===== src/rtl/xbus_pkg.sv =====
`timescale 1ns/1ps
package xbus_pkg;

  localparam logic [1:0] K_CODE = 2'd0;
  localparam logic [1:0] K_DRD  = 2'd1;
  localparam logic [1:0] K_DWR  = 2'd2;

  typedef enum logic [2:0] {
    PH_IDLE = 3'd0,
    PH_HIT  = 3'd1,
    PH_ADDR = 3'd2,
    PH_HOLD = 3'd3,
    PH_STRB = 3'd4,
    PH_END  = 3'd5
  } phase_e;

endpackage


===== src/rtl/xbus_route.sv =====
`timescale 1ns/1ps
module xbus_route #(
  parameter int          ADDR_W   = 16,
  parameter logic [15:0] CODE_TOP = 16'h0FFF
) (
  input  logic [1:0]        kind,
  input  logic [ADDR_W-1:0] addr,
  input  logic              int_code_en,
  output logic              go_internal
);
  import xbus_pkg::*;

  logic is_code;
  logic in_window;

  always_comb begin
    is_code     = (kind == K_CODE);
    in_window   = (addr <= ADDR_W'(CODE_TOP));
    go_internal = is_code && int_code_en && in_window;
  end

endmodule


===== src/rtl/xbus_phase_fsm.sv =====
`timescale 1ns/1ps
module xbus_phase_fsm #(
  parameter int STRB_CYC = 2
) (
  input  logic             clk,
  input  logic             rst_n,
  input  logic             start,
  input  logic             go_internal,
  output xbus_pkg::phase_e phase,
  output logic             strb_last,
  output logic             accept
);
  import xbus_pkg::*;

  localparam int CW = (STRB_CYC < 2) ? 1 : $clog2(STRB_CYC);

  phase_e        ph_q, ph_nx;
  logic [CW-1:0] cnt_q, cnt_nx;
  logic          cnt_en;

  always_comb begin
    accept    = (ph_q == PH_IDLE) && start;
    strb_last = (ph_q == PH_STRB) && (cnt_q == CW'(STRB_CYC - 1));
  end

  always_comb begin
    ph_nx = ph_q;
    unique case (ph_q)
      PH_IDLE: if (start) ph_nx = go_internal ? PH_HIT : PH_ADDR;
      PH_HIT:  ph_nx = PH_IDLE;
      PH_ADDR: ph_nx = PH_HOLD;
      PH_HOLD: ph_nx = PH_STRB;
      PH_STRB: if (strb_last) ph_nx = PH_END;
      PH_END:  ph_nx = PH_IDLE;
      default: ph_nx = PH_IDLE;
    endcase
  end

  always_comb begin
    cnt_en = (ph_q == PH_STRB) || (cnt_q != '0);
    cnt_nx = ((ph_q == PH_STRB) && !strb_last) ? cnt_q + CW'(1) : '0;
  end

  always_ff @(posedge clk or negedge rst_n) begin
    if (!rst_n) begin
      ph_q <= PH_IDLE;
    end else begin
      ph_q <= ph_nx;
    end
  end

  always_ff @(posedge clk or negedge rst_n) begin
    if (!rst_n) begin
      cnt_q <= '0;
    end else if (cnt_en) begin
      cnt_q <= cnt_nx;
    end
  end

  assign phase = ph_q;

endmodule


===== src/rtl/xbus_pin_drv.sv =====
`timescale 1ns/1ps
module xbus_pin_drv #(
  parameter int ADDR_W = 16,
  parameter int DATA_W = 8
) (
  input  logic               clk,
  input  logic               rst_n,
  input  logic               accept,
  input  logic [1:0]         kind_in,
  input  logic [ADDR_W-1:0]  addr_in,
  input  logic [DATA_W-1:0]  wdata_in,
  input  xbus_pkg::phase_e   phase,
  input  logic               strb_last,
  input  logic [DATA_W-1:0]  bus_in,
  output logic [DATA_W-1:0]  bus_out,
  output logic               bus_oe,
  output logic [ADDR_W-DATA_W-1:0] addr_hi,
  output logic               ale,
  output logic               psen_n,
  output logic               rd_n,
  output logic               wr_n,
  output logic [DATA_W-1:0]  rdata,
  output logic               done,
  output logic               int_hit
);
  import xbus_pkg::*;

  logic [1:0]        kind_q;
  logic [ADDR_W-1:0] addr_q;
  logic [DATA_W-1:0] wd_q;
  logic [DATA_W-1:0] rd_q;
  logic              is_code, is_wr, is_rd;
  logic              in_addr, in_strb, in_data;
  logic              cap_en;

  always_comb begin
    is_code = (kind_q == K_CODE);
    is_wr   = (kind_q == K_DWR);
    is_rd   = !is_code && !is_wr;
    in_addr = (phase == PH_ADDR) || (phase == PH_HOLD);
    in_strb = (phase == PH_STRB);
    in_data = in_strb || (phase == PH_END);
    cap_en  = in_strb && strb_last && !is_wr;
  end

  always_ff @(posedge clk or negedge rst_n) begin
    if (!rst_n) begin
      kind_q <= K_CODE;
      addr_q <= '0;
      wd_q   <= '0;
    end else if (accept) begin
      kind_q <= kind_in;
      addr_q <= addr_in;
      wd_q   <= wdata_in;
    end
  end

  always_ff @(posedge clk or negedge rst_n) begin
    if (!rst_n) begin
      rd_q <= '0;
    end else if (cap_en) begin
      rd_q <= bus_in;
    end
  end

  always_comb begin
    if (in_addr) begin
      bus_out = addr_q[DATA_W-1:0];
      bus_oe  = 1'b1;
    end else if (in_data && is_wr) begin
      bus_out = wd_q;
      bus_oe  = 1'b1;
    end else begin
      bus_out = '1;
      bus_oe  = 1'b0;
    end
  end

  always_comb begin
    ale     = (phase == PH_ADDR);
    psen_n  = !(in_strb && is_code);
    rd_n    = !(in_strb && is_rd);
    wr_n    = !(in_strb && is_wr);
    addr_hi = addr_q[ADDR_W-1:DATA_W];
    done    = (phase == PH_END) || (phase == PH_HIT);
    int_hit = (phase == PH_HIT);
    rdata   = rd_q;
  end

endmodule


===== src/rtl/xbus_seq.sv =====
`timescale 1ns/1ps
module xbus_seq #(
  parameter int          ADDR_W   = 16,
  parameter int          DATA_W   = 8,
  parameter int          STRB_CYC = 2,
  parameter logic [15:0] CODE_TOP = 16'h0FFF
) (
  input  logic                      clk,
  input  logic                      rst_n,
  input  logic                      req_start,
  input  logic [1:0]                req_kind,
  input  logic [ADDR_W-1:0]         req_addr,
  input  logic [DATA_W-1:0]         req_wdata,
  input  logic                      int_code_en,
  output logic                      req_done,
  output logic [DATA_W-1:0]         req_rdata,
  output logic                      code_int_hit,
  output logic [DATA_W-1:0]         bus_out,
  input  logic [DATA_W-1:0]         bus_in,
  output logic                      bus_oe,
  output logic [ADDR_W-DATA_W-1:0]  addr_hi,
  output logic                      ale,
  output logic                      psen_n,
  output logic                      rd_n,
  output logic                      wr_n
);
  import xbus_pkg::*;

  logic   rst_s0, rst_sync_n;
  logic   go_int, strb_last, accept;
  phase_e phase;

  always_ff @(posedge clk or negedge rst_n) begin
    if (!rst_n) begin
      rst_s0     <= 1'b0;
      rst_sync_n <= 1'b0;
    end else begin
      rst_s0     <= 1'b1;
      rst_sync_n <= rst_s0;
    end
  end

  xbus_route #(.ADDR_W(ADDR_W), .CODE_TOP(CODE_TOP)) u_route (
    .kind        (req_kind),
    .addr        (req_addr),
    .int_code_en (int_code_en),
    .go_internal (go_int)
  );

  xbus_phase_fsm #(.STRB_CYC(STRB_CYC)) u_fsm (
    .clk         (clk),
    .rst_n       (rst_sync_n),
    .start       (req_start),
    .go_internal (go_int),
    .phase       (phase),
    .strb_last   (strb_last),
    .accept      (accept)
  );

  xbus_pin_drv #(.ADDR_W(ADDR_W), .DATA_W(DATA_W)) u_pins (
    .clk       (clk),
    .rst_n     (rst_sync_n),
    .accept    (accept),
    .kind_in   (req_kind),
    .addr_in   (req_addr),
    .wdata_in  (req_wdata),
    .phase     (phase),
    .strb_last (strb_last),
    .bus_in    (bus_in),
    .bus_out   (bus_out),
    .bus_oe    (bus_oe),
    .addr_hi   (addr_hi),
    .ale       (ale),
    .psen_n    (psen_n),
    .rd_n      (rd_n),
    .wr_n      (wr_n),
    .rdata     (req_rdata),
    .done      (req_done),
    .int_hit   (code_int_hit)
  );

endmodule


===== config.mk =====
export PLATFORM = sky130hd
export DESIGN_NAME = xbus_seq
export DESIGN_NICKNAME = d
export VERILOG_FILES = /design/src/rtl/xbus_pkg.sv /design/src/rtl/xbus_route.sv /design/src/rtl/xbus_phase_fsm.sv /design/src/rtl/xbus_pin_drv.sv /design/src/rtl/xbus_seq.sv
export SDC_FILE = /design/constraint.sdc
export NUM_CORES = 1
export LEC_CHECK = 0
export ABC_AREA = 1
export BUFFER_PORTS_ARGS = -buffer_cell sky130_fd_sc_hd__buf_2
export CORE_ASPECT_RATIO = 1.4
export CORE_MARGIN = 10
export CORE_UTILIZATION = 52
export DETAILED_ROUTE_END_ITERATION = 7
export HOLD_SLACK_MARGIN = 0.06
export PLACE_DENSITY_LB_ADDON = 0.2
export SYNTH_ARGS = -nofsm -noshare
export SYNTH_HDL_FRONTEND = slang
export SYNTH_SLANG_ARGS = --single-unit

===== constraint.sdc =====
create_clock -name clk -period 2.6 [get_ports clk]
set_input_delay 0.39 -clock clk [delete_from_list [all_inputs] [get_ports clk]]
set_output_delay 0.39 -clock clk [all_outputs]
set_load 0.02 [all_outputs]

-- After elaboration in Yosys (flattened, before gate mapping)
Index checks and enable logic that the tools add are counted.
- eq/ne operators: 8
- $add $sub $neg: 1
- $lt $le $gt $ge: 1
- reductions and logical operators: 26
- muxes and demuxes: 9
- operators by type and width (operator ; count):
    16-bit by 12-bit less-or-equal comparator with 1-bit output (second input constant) ; 1
    8-bit two-way mux ; 2
    1-bit logical AND ; 12
    3-bit case mux with 4 select lines ; 1
    3-bit by 2-bit == test with 1-bit output (second input constant) ; 2
    3-bit == test (second input constant) ; 2
    1-bit logical NOT ; 6
    3-bit two-way mux ; 2
    2-bit logical NOT ; 2
    1-bit logical OR ; 4
    3-bit by 1-bit == test with 1-bit output (second input constant) ; 1
    3-bit logical NOT ; 1
    1-bit two-way mux ; 3
    2-bit == test (second input constant) ; 1
    2-bit two-way mux ; 1
    2-bit by 1-bit inequality test with 1-bit output (second input constant) ; 1
    2-bit inequality test (second input constant) ; 1
    2-bit AND reduction ; 1
    1-bit adder (second input constant) ; 1
- output and inout port bits: 31
- register bits after elaboration: 40
- input port bits: 38
- logic and storage cells: 53

-- Longest topological paths before layout
Gate-level depths: netlist of the first run.
- word-level depth: 6
- mapped depth: 6

-- Hierarchy
Synthesis of the first run repeated with hierarchy kept, for this count alone.
- cells, all modules: 194
- area total of the unflattened synthesis: 1931.9 µm²
- modules (own cells, without submodules) (module ; seq. area each (µm²) ; instances ; cells an instance ; area each (µm²)):
    xbus_pin_drv ; 850.8 ; 1 ; 158 ; 1629.1
    xbus_phase_fsm ; 100.1 ; 1 ; 27 ; 226.5
    xbus_seq ; 50.0 ; 1 ; 3 ; 53.8
    xbus_route ; 0.0 ; 1 ; 6 ; 22.5

-- Worst setup path after synthesis of the first run
Ideal clock, no wire load.
- path type: reg2out
- start: register u_fsm.ph_q[2] (netlist: u_fsm.phase[2])
- end: output bus_out[0]
- required time: 2.210 ns
- slack: 0.961 ns
- arrival time: 1.249 ns
- cell stages (with the launch flop): 5
- buffers on the path: 0
- cells stage by stage: dfrtp_1 > inv_2 > nand2_2 > nand2_1 > o21ai_0
- word-level cells in the longest chain between the ends: 5
- elaborated cells between the ends (all ways): 9
- ends and longest elaborated chain (what ; line ; source):
    start, declared ; xbus_phase_fsm.sv:17 ; phase_e ph_q, ph_nx;
    start signal, assigned ; xbus_phase_fsm.sv:48 ; ph_q <= ph_nx;
    3-bit == test (on tied branches) ; xbus_pin_drv.sv:41, xbus_pin_drv.sv:42 ;
    1-bit logical OR ; xbus_pin_drv.sv:42 ; in_data = in_strb || (phase == PH_END);
    1-bit logical AND ; xbus_pin_drv.sv:70 ; end else if (in_data && is_wr) begin
    8-bit two-way mux ; xbus_pin_drv.sv:70 ;
    8-bit two-way mux * ; xbus_pin_drv.sv:67 ; if (in_addr) begin
    end, declared ; xbus_seq.sv:18 ; output logic [DATA_W-1:0] bus_out,
Every way passes the cells marked *; elsewhere a longest branch is shown, timed or not.

-- Final worst setup path of the first run
- start: register u_fsm.ph_q[1] (netlist: u_fsm.phase[1])
- end: output bus_out[5]
Same word-level chain as after synthesis.

==> metrics.cfg, run 1 <==
[status]
status=finished, final reports clean

[detailed_routing]
vias=1628
first_iter_violations=45
first_pass_iters=4
wire_per_inst_um=13.5
ant_nets=0
drc_errors=0
drt_wl_total_mm=4.40
viasPerCell=4.99

[cells_and_area]
diodes=0
area_growth_pct=21.7
layout-drive-gt1-share_pct=30.8
final_nets=323
multi_input_area_sq_um=678
fillers=323
seqCellArea_sq_mm=0.00100

[floorplan]
die_area_sq_mm=0.00637
start_util_pct=54.2
rows=25
die_height_um=90.5
ioPinCount=69
core_region_area_sq_mm=0.00341
die_x_um=70.4

[placement]
portBuffers=68
dp_hpwl_mm=3.33
place.gp.congestion=0.846

[min_path]
min_path_type=in -> reg
hold_depth=3

[power]
power_w=0.00280
p_per_area_mw_per_mm2=1240
power.leakage_nw=1.24
vdd_ir_drop_max_uv=1130

[logic_synthesis]
yosysWarningCount=0
netlist_instances=224
synth_area_sq_mm=0.00185
syn_avg_cell_area_sq_um=8.24
yosysUniqueCellTypes=18
yosys-top-cells-area=dfrtp_1 54%, nand2_1 16%, nand3_1 8.9%, buf_4 4.1%, inv_1 3.0%
yosys.area.top_type=dfrtp_1
synth.top_cell.area_share_pct=54.2
synth-seq-area-share_pct=54.2
synth_nets=262
ys_seq_elements=40

[clock_tree]
cts_sinks=40
cts_setup_buffers=0
clock_latency_ns=0.29
cts_max_path_buffers=2
cts_max_level=2
root_buffer=clkbuf_8
cts_made_buffers=5
cts_tree=yes
clk_pin_slew_worst_paths_ns=0.08

[timing]
post-route-period-util_pct=80.2
slew_violations=0
max_freq_mhz=480
finalHoldViolations=0
rsz0062_at_grt=false
fin_setup_tns_ns=0
final-setup-viol-count=0
min_period_ns=2.09
relSlewSlack_pct=48.0
worst_pin_slew_ns=0.780
skew_ns=0.00656

[critical_path]
cp.required_ns=2.21
rr_worst_depth=4
critical_path_class=reg -> out
worstPathMaxFanout=13
startpoint_type=flip-flop
cp-end-kind=output port
arrival_ns=1.70

[global_route]
grt_pass1_vias=1670
grt_antenna_before_repair=0
track_usage_pct=14.3
grt_pass1_wl_mm=7.53
grt-ovfl-total=0
grt_max_degree=32

[run]
maxCapViolCount=0

-- path summary, 6_finish.rpt --
path	from	to	slack, ns
max	u_fsm.phase[1]$_DFFE_PN0P_	bus_out[5]	0.51
min reg2reg	rst_sync_n$_DFF_PN0_	u_pins.addr_q[13]$_DFFE_PN0P_	0.33
max reg2reg	u_fsm.phase[1]$_DFFE_PN0P_	u_pins.kind_q[1]$_DFFE_PN0P_	0.68
min in group asynchronous	rst_sync_n$_DFF_PN0_	u_pins.addr_q[13]$_DFFE_PN0P_	0.33
max in group asynchronous	rst_sync_n$_DFF_PN0_	u_pins.addr_q[7]$_DFFE_PN0P_	1.53
min	req_addr[1]	u_pins.addr_q[1]$_DFFE_PN0P_	0.32
-- kinds of logic after synthesis --
family / synth area share, %
and+or+nand+nor: 29.2
buffers and inverters: 9.08
DFF: 54.2
AOI/OAI and AO/OA: 7.32
other: 0.203
-- cell usage after synthesis --
| cell | instances |
|---|---|
| nor3_4 | 1 |
| inv_1 | 15 |
| buf_4 | 10 |
| nor2_2 | 1 |
| o22ai_1 | 1 |
| inv_2 | 1 |
| dfrtp_1 | 40 |
| o21ai_2 | 5 |
| nand3_1 | 33 |
| clkbuf_1 | 2 |
| nand2_1 | 77 |
| nor3_1 | 1 |
| buf_2 | 5 |
| o21ai_0 | 8 |
| nor2_1 | 12 |
| nand2_2 | 2 |
| a21oi_1 | 9 |
| conb_1 | 1 |
-- flip-flops by register name, indices dropped and copies added (netlist names) --
| name | cells |
|---|---|
| u_pins.rdata | 8 |
| u_pins.wd_q | 8 |
| u_pins.addr_q | 16 |
| u_fsm.phase | 3 |
| u_pins.kind_q | 2 |
| rst_s0 | 1 |
| rst_sync_n | 1 |
| u_fsm.cnt_q | 1 |
-- critical path: stages (launching register included) --
cell and delay [ns]:
dfrtp_1 0.62, nand2_2 0.22, nand2_1 0.23, o21ai_0 0.15, buf_2 0.19
-- cells in the final DEF (no fill, tap or decap), drive strengths merged --
cell / n
nand2: 79
buf: 70
dfrtp: 40
nand3: 33
inv: 16
nor2: 13
o21ai: 13
a21oi: 9
clkbuf: 6
clkinv: 2
nor3: 2
o22ai: 1
dlygate4sd3: 1
conb: 1
-- layer usage --
layer | routed length (um) | vias up | share of wire [%] | global-route usage [%]
met1 | 1790 | 740 | 41 | 15.5
met4 | 60 | 0 | 1.4 | 5.12
met3 | 353 | 6 | 8.0 | 6.05
li1 | - | 827 | - | -
met5 | 0 | - | 0 | 0
met2 | 2200 | 55 | 50 | 23.9
-- layout make-up --
cell class / instances / share of cell area [%]
timing repair buffer: 71 / 16.3
clock inverter: 2 / 0.445
clock buffer: 6 / 3.67
sequential: 40 / 44.5
tap: 40 / 2.23
multi-input combinational: 151 / 30.2
inverter: 16 / 2.67
-- report_power, final --
group | switching, W | total, W | internal, W
clock network | 0.000210 | 0.000421 | 0.000212
logic | 0.000879 | 0.00131 | 0.000431
registers | 0.000184 | 0.00107 | 0.000882
total | 0.00127 | 0.00280 | 0.00152
-- metrics by stage --
step                      setup slack (ns)  hold slack, ns  instances  utilization (%)  cell area (sq um)
after floorplan                      0.961          0.0944        224                -               1850
after global placement               0.758           0.175        317             62.9               2140
after detailed placement             0.705           0.180        317             62.9               2140
after CTS                            0.540           0.313        326             65.9               2250
after global routing                 0.323           0.311        326             65.9               2250
final                                0.515           0.320        326             65.9               2250
-- timing repair --
| action | CTS | global route |
|---|---|---|
| hold endpoints to repair | 2 | 0 |
| hold buffers | 1 | 0 |
| resized for setup | 0 | 0 |
(Power assumes the default switching activity.)
==> run 2: changes to the inputs <==
--- a/config.mk
+++ b/config.mk
@@ -5,11 +5,11 @@
 export SDC_FILE = /design/constraint.sdc
 export NUM_CORES = 1
 export LEC_CHECK = 0
-export ABC_AREA = 1
+export ABC_AREA = 0
 export BUFFER_PORTS_ARGS = -buffer_cell sky130_fd_sc_hd__buf_2
 export CORE_ASPECT_RATIO = 1.4
 export CORE_MARGIN = 10
-export CORE_UTILIZATION = 52
+export CORE_UTILIZATION = 43
 export DETAILED_ROUTE_END_ITERATION = 7
 export HOLD_SLACK_MARGIN = 0.06
 export PLACE_DENSITY_LB_ADDON = 0.2
==> constraint.sdc (replaced) <==
create_clock -name clk -period 1.7 [get_ports clk]
set_input_delay 0.255 -clock clk [delete_from_list [all_inputs] [get_ports clk]]
set_output_delay 0.255 -clock clk [all_outputs]
set_load 0.02 [all_outputs]
==> run 2 against run 1 <==
Utilization down 8.0 points. Cell count is 26% lower. Register-to-register slack lost 0.60 ns. Largest cell class unchanged. Total power is 59% higher.
==> metrics.cfg, run 2 <==
[logic_synthesis]
synth-xor-area-share_pct=0
ys.flop_type=dfrtp_1
yosys-top-cells-area=dfrtp_1 58%, mux2_2 18%, buf_4 4.4%, o22a_1 4.1%, mux2_1 3.9%
synth_common_cells=40 x dfrtp_1, 28 x mux2_2, 10 x buf_4, 8 x o22a_1, 6 x mux2_1
yosysMostFrequentCell=dfrtp_1
netlist_instances=123
yosys.area_share.adder_pct=0
synth-seq-area-share_pct=58.2
synthMuxAreaShare_pct=22.3
synth_nets=161
yosysWarningCount=0
synth.top_cell.area_share_pct=58.2
synth_area_sq_mm=0.00172
synth-edff-count=0
synth_top_family_by_area=multiplexers
syn_avg_cell_area_sq_um=14.0
synthSimpleGateAreaFrac_pct=6.76
yosys.area.top_type=dfrtp_1
yosysUniqueCellTypes=25
ys_seq_elements=40
synth_compound_area_share_pct=6.25
ys_async_sr_fraction_pct=100

[detailed_routing]
drc_errors=0
first_iter_violations=25
viasPerCell=5.05
vias=1222
wire_per_inst_um=16.5
first_pass_iters=4
drt_wl_total_mm=4.01
ant_nets=0

[power]
p_clk_share_pct=14.2
power.internal_w=0.00275
vdd_ir_drop_max_uv=1190
switchingPower_w=0.00169
power_frac_comb_pct=47.6
p_per_area_mw_per_mm2=1970
swShare_pct=38.1
p_seq_share_pct=38.2
power.leakage_nw=1.07

[placement]
dp_hpwl_mm=3.15
place.gp.congestion=0.835
portBuffers=68
placed_area_sq_mm=0.00205

[global_route]
grt_antenna_before_repair=0
grt-ovfl-total=0
grt_pass1_vias=1403
grt_max_degree=21
grt_pass1_wl_mm=6.56
track_usage_pct=12.0

[floorplan]
ioPinCount=69
die_x_um=73.5
start_util_pct=44.3
core_region_area_sq_mm=0.00388
rows=27
die_height_um=94.8
die_area_sq_mm=0.00697

[cells_and_area]
area_growth_pct=30.8
regMostFlops=u_pins.addr_q
final_area_sq_mm=0.00225
final_common_cell=buf_2
layout-drive-gt1-share_pct=62.8
largest_reg_flops=16
final_cell_mix=67 x buf_2, 37 x dfrtp_1, 28 x mux2_2, 12 x buf_4, 8 x o22a_1
diodes=0
final_nets=236
fillers=340

[clock_tree]
cts_tree=yes
root_buffer=clkbuf_8
clk_pin_slew_worst_paths_ns=0.07
cts_made_buffers=5
cts_max_level=2
cts_max_path_buffers=2
cts_sinks=40
clock_latency_ns=0.29

[critical_path]
cp.required_ns=1.44
arrival_ns=1.43
cp-end-kind=output port
critical_path_class=reg -> out
startpoint_type=flip-flop
ff2ff_setup_slack_ns=0.08
worstPathMaxFanout=4

[timing]
rsz0062_at_grt=true
min_period_ns=1.69
hold_ws_ns=0.185
fin_setup_tns_ns=0
slew_violations=0
post-route-period-util_pct=99.2
finalHoldViolations=0
skew_ns=0.00466
max_freq_mhz=593
final-setup-viol-count=0

[status]
status=finished, final reports clean

[min_path]
min_path_type=in -> reg

[run]
maxCapViolCount=0

[run 2: cells by family after synthesis]
kind of cell / after synthesis
mux: 34
other cells: 1
compound gates: 13
simple gates: 20
buf+inv: 15
flops: 40
[run 2: per-layer routing]
layer  routed length, um  up-vias  global-route usage (%)
met5                   0        -                       0
met4                  63        0                    5.61
met3                 430        7                    5.98
met2                2110       48                    20.4
met1                1400      589                    11.9
li1                    -      578                       -
[run 2: path summary, 6_finish.rpt]
kind,endpoint,cells after the start,startpoint
setup reg to reg,u_pins.addr_q[5]$_DFFE_PN0P_,4,u_fsm.phase[1]$_DFFE_PN0P_
min in group asynchronous,u_pins.kind_q[0]$_DFFE_PN0P_,1,rst_sync_n$_DFF_PN0_
max in group asynchronous,u_pins.addr_q[2]$_DFFE_PN0P_,1,rst_sync_n$_DFF_PN0_
hold / removal,u_pins.addr_q[3]$_DFFE_PN0P_,2,req_addr[3]
hold reg to reg,u_pins.kind_q[0]$_DFFE_PN0P_,1,rst_sync_n$_DFF_PN0_
setup / recovery,psen_n,4,u_fsm.phase[1]$_DFFE_PN0P_
[run 2: layout make-up]
class                           count  area, sq um  share of cell area [%]
Clock buffer                        8         90.1                    4.00
Tap cell                           43         53.8                    2.39
Timing Repair Buffer               81          447                    19.8
Inverter                            2         7.51                   0.334
Multi-Input combinational cell     68          648                    28.8
Sequential cell                    40         1000                    44.6
[run 2: power groups by stage]
stage | logic (W) | clock network, W | registers (W)
floorplan | 0.00145 | 0 | 0.00175
global placement | 0.00191 | 0 | 0.00169
detailed placement | 0.00194 | 0 | 0.00172
CTS | 0.00209 | 0.000656 | 0.00169
global route | 0.00230 | 0.000693 | 0.00176
finish | 0.00211 | 0.000631 | 0.00170
[run 2: stage by stage]
| stage | utilization (%) | std cells | power (W) | setup slack (ns) |
|---|---|---|---|---|
| 3_5_place_dp | 52.8 | 226 | 0.00366 | 0.0375 |
| 3_3_place_gp | 52.8 | 226 | 0.00360 | 0.0811 |
| 4_1_cts | 56.8 | 239 | 0.00443 | -0.0176 |
| 2_1_floorplan | - | 123 | 0.00319 | 0.0827 |
| 5_1_grt | 57.9 | 242 | 0.00475 | -0.0385 |
| 6_report | 57.9 | 242 | 0.00444 | 0.0144 |
[run 2: repair_timing]
action / CTS / global route
endpoints found under the setup margin: 11 / 18
gates resized for setup: 11 / 5
hold buffers: 1 / 0
hold endpoints to repair: 2 / 0
pin swaps: 1 / 2
buffers inserted: 4 / 3
[run 2: critical path, stage by stage, from the launching register on]
cell and delay (ns):
dfrtp_2 0.45, nor2b_4 0.17, nand2_2 0.07, or3_1 0.32, buf_6 0.14
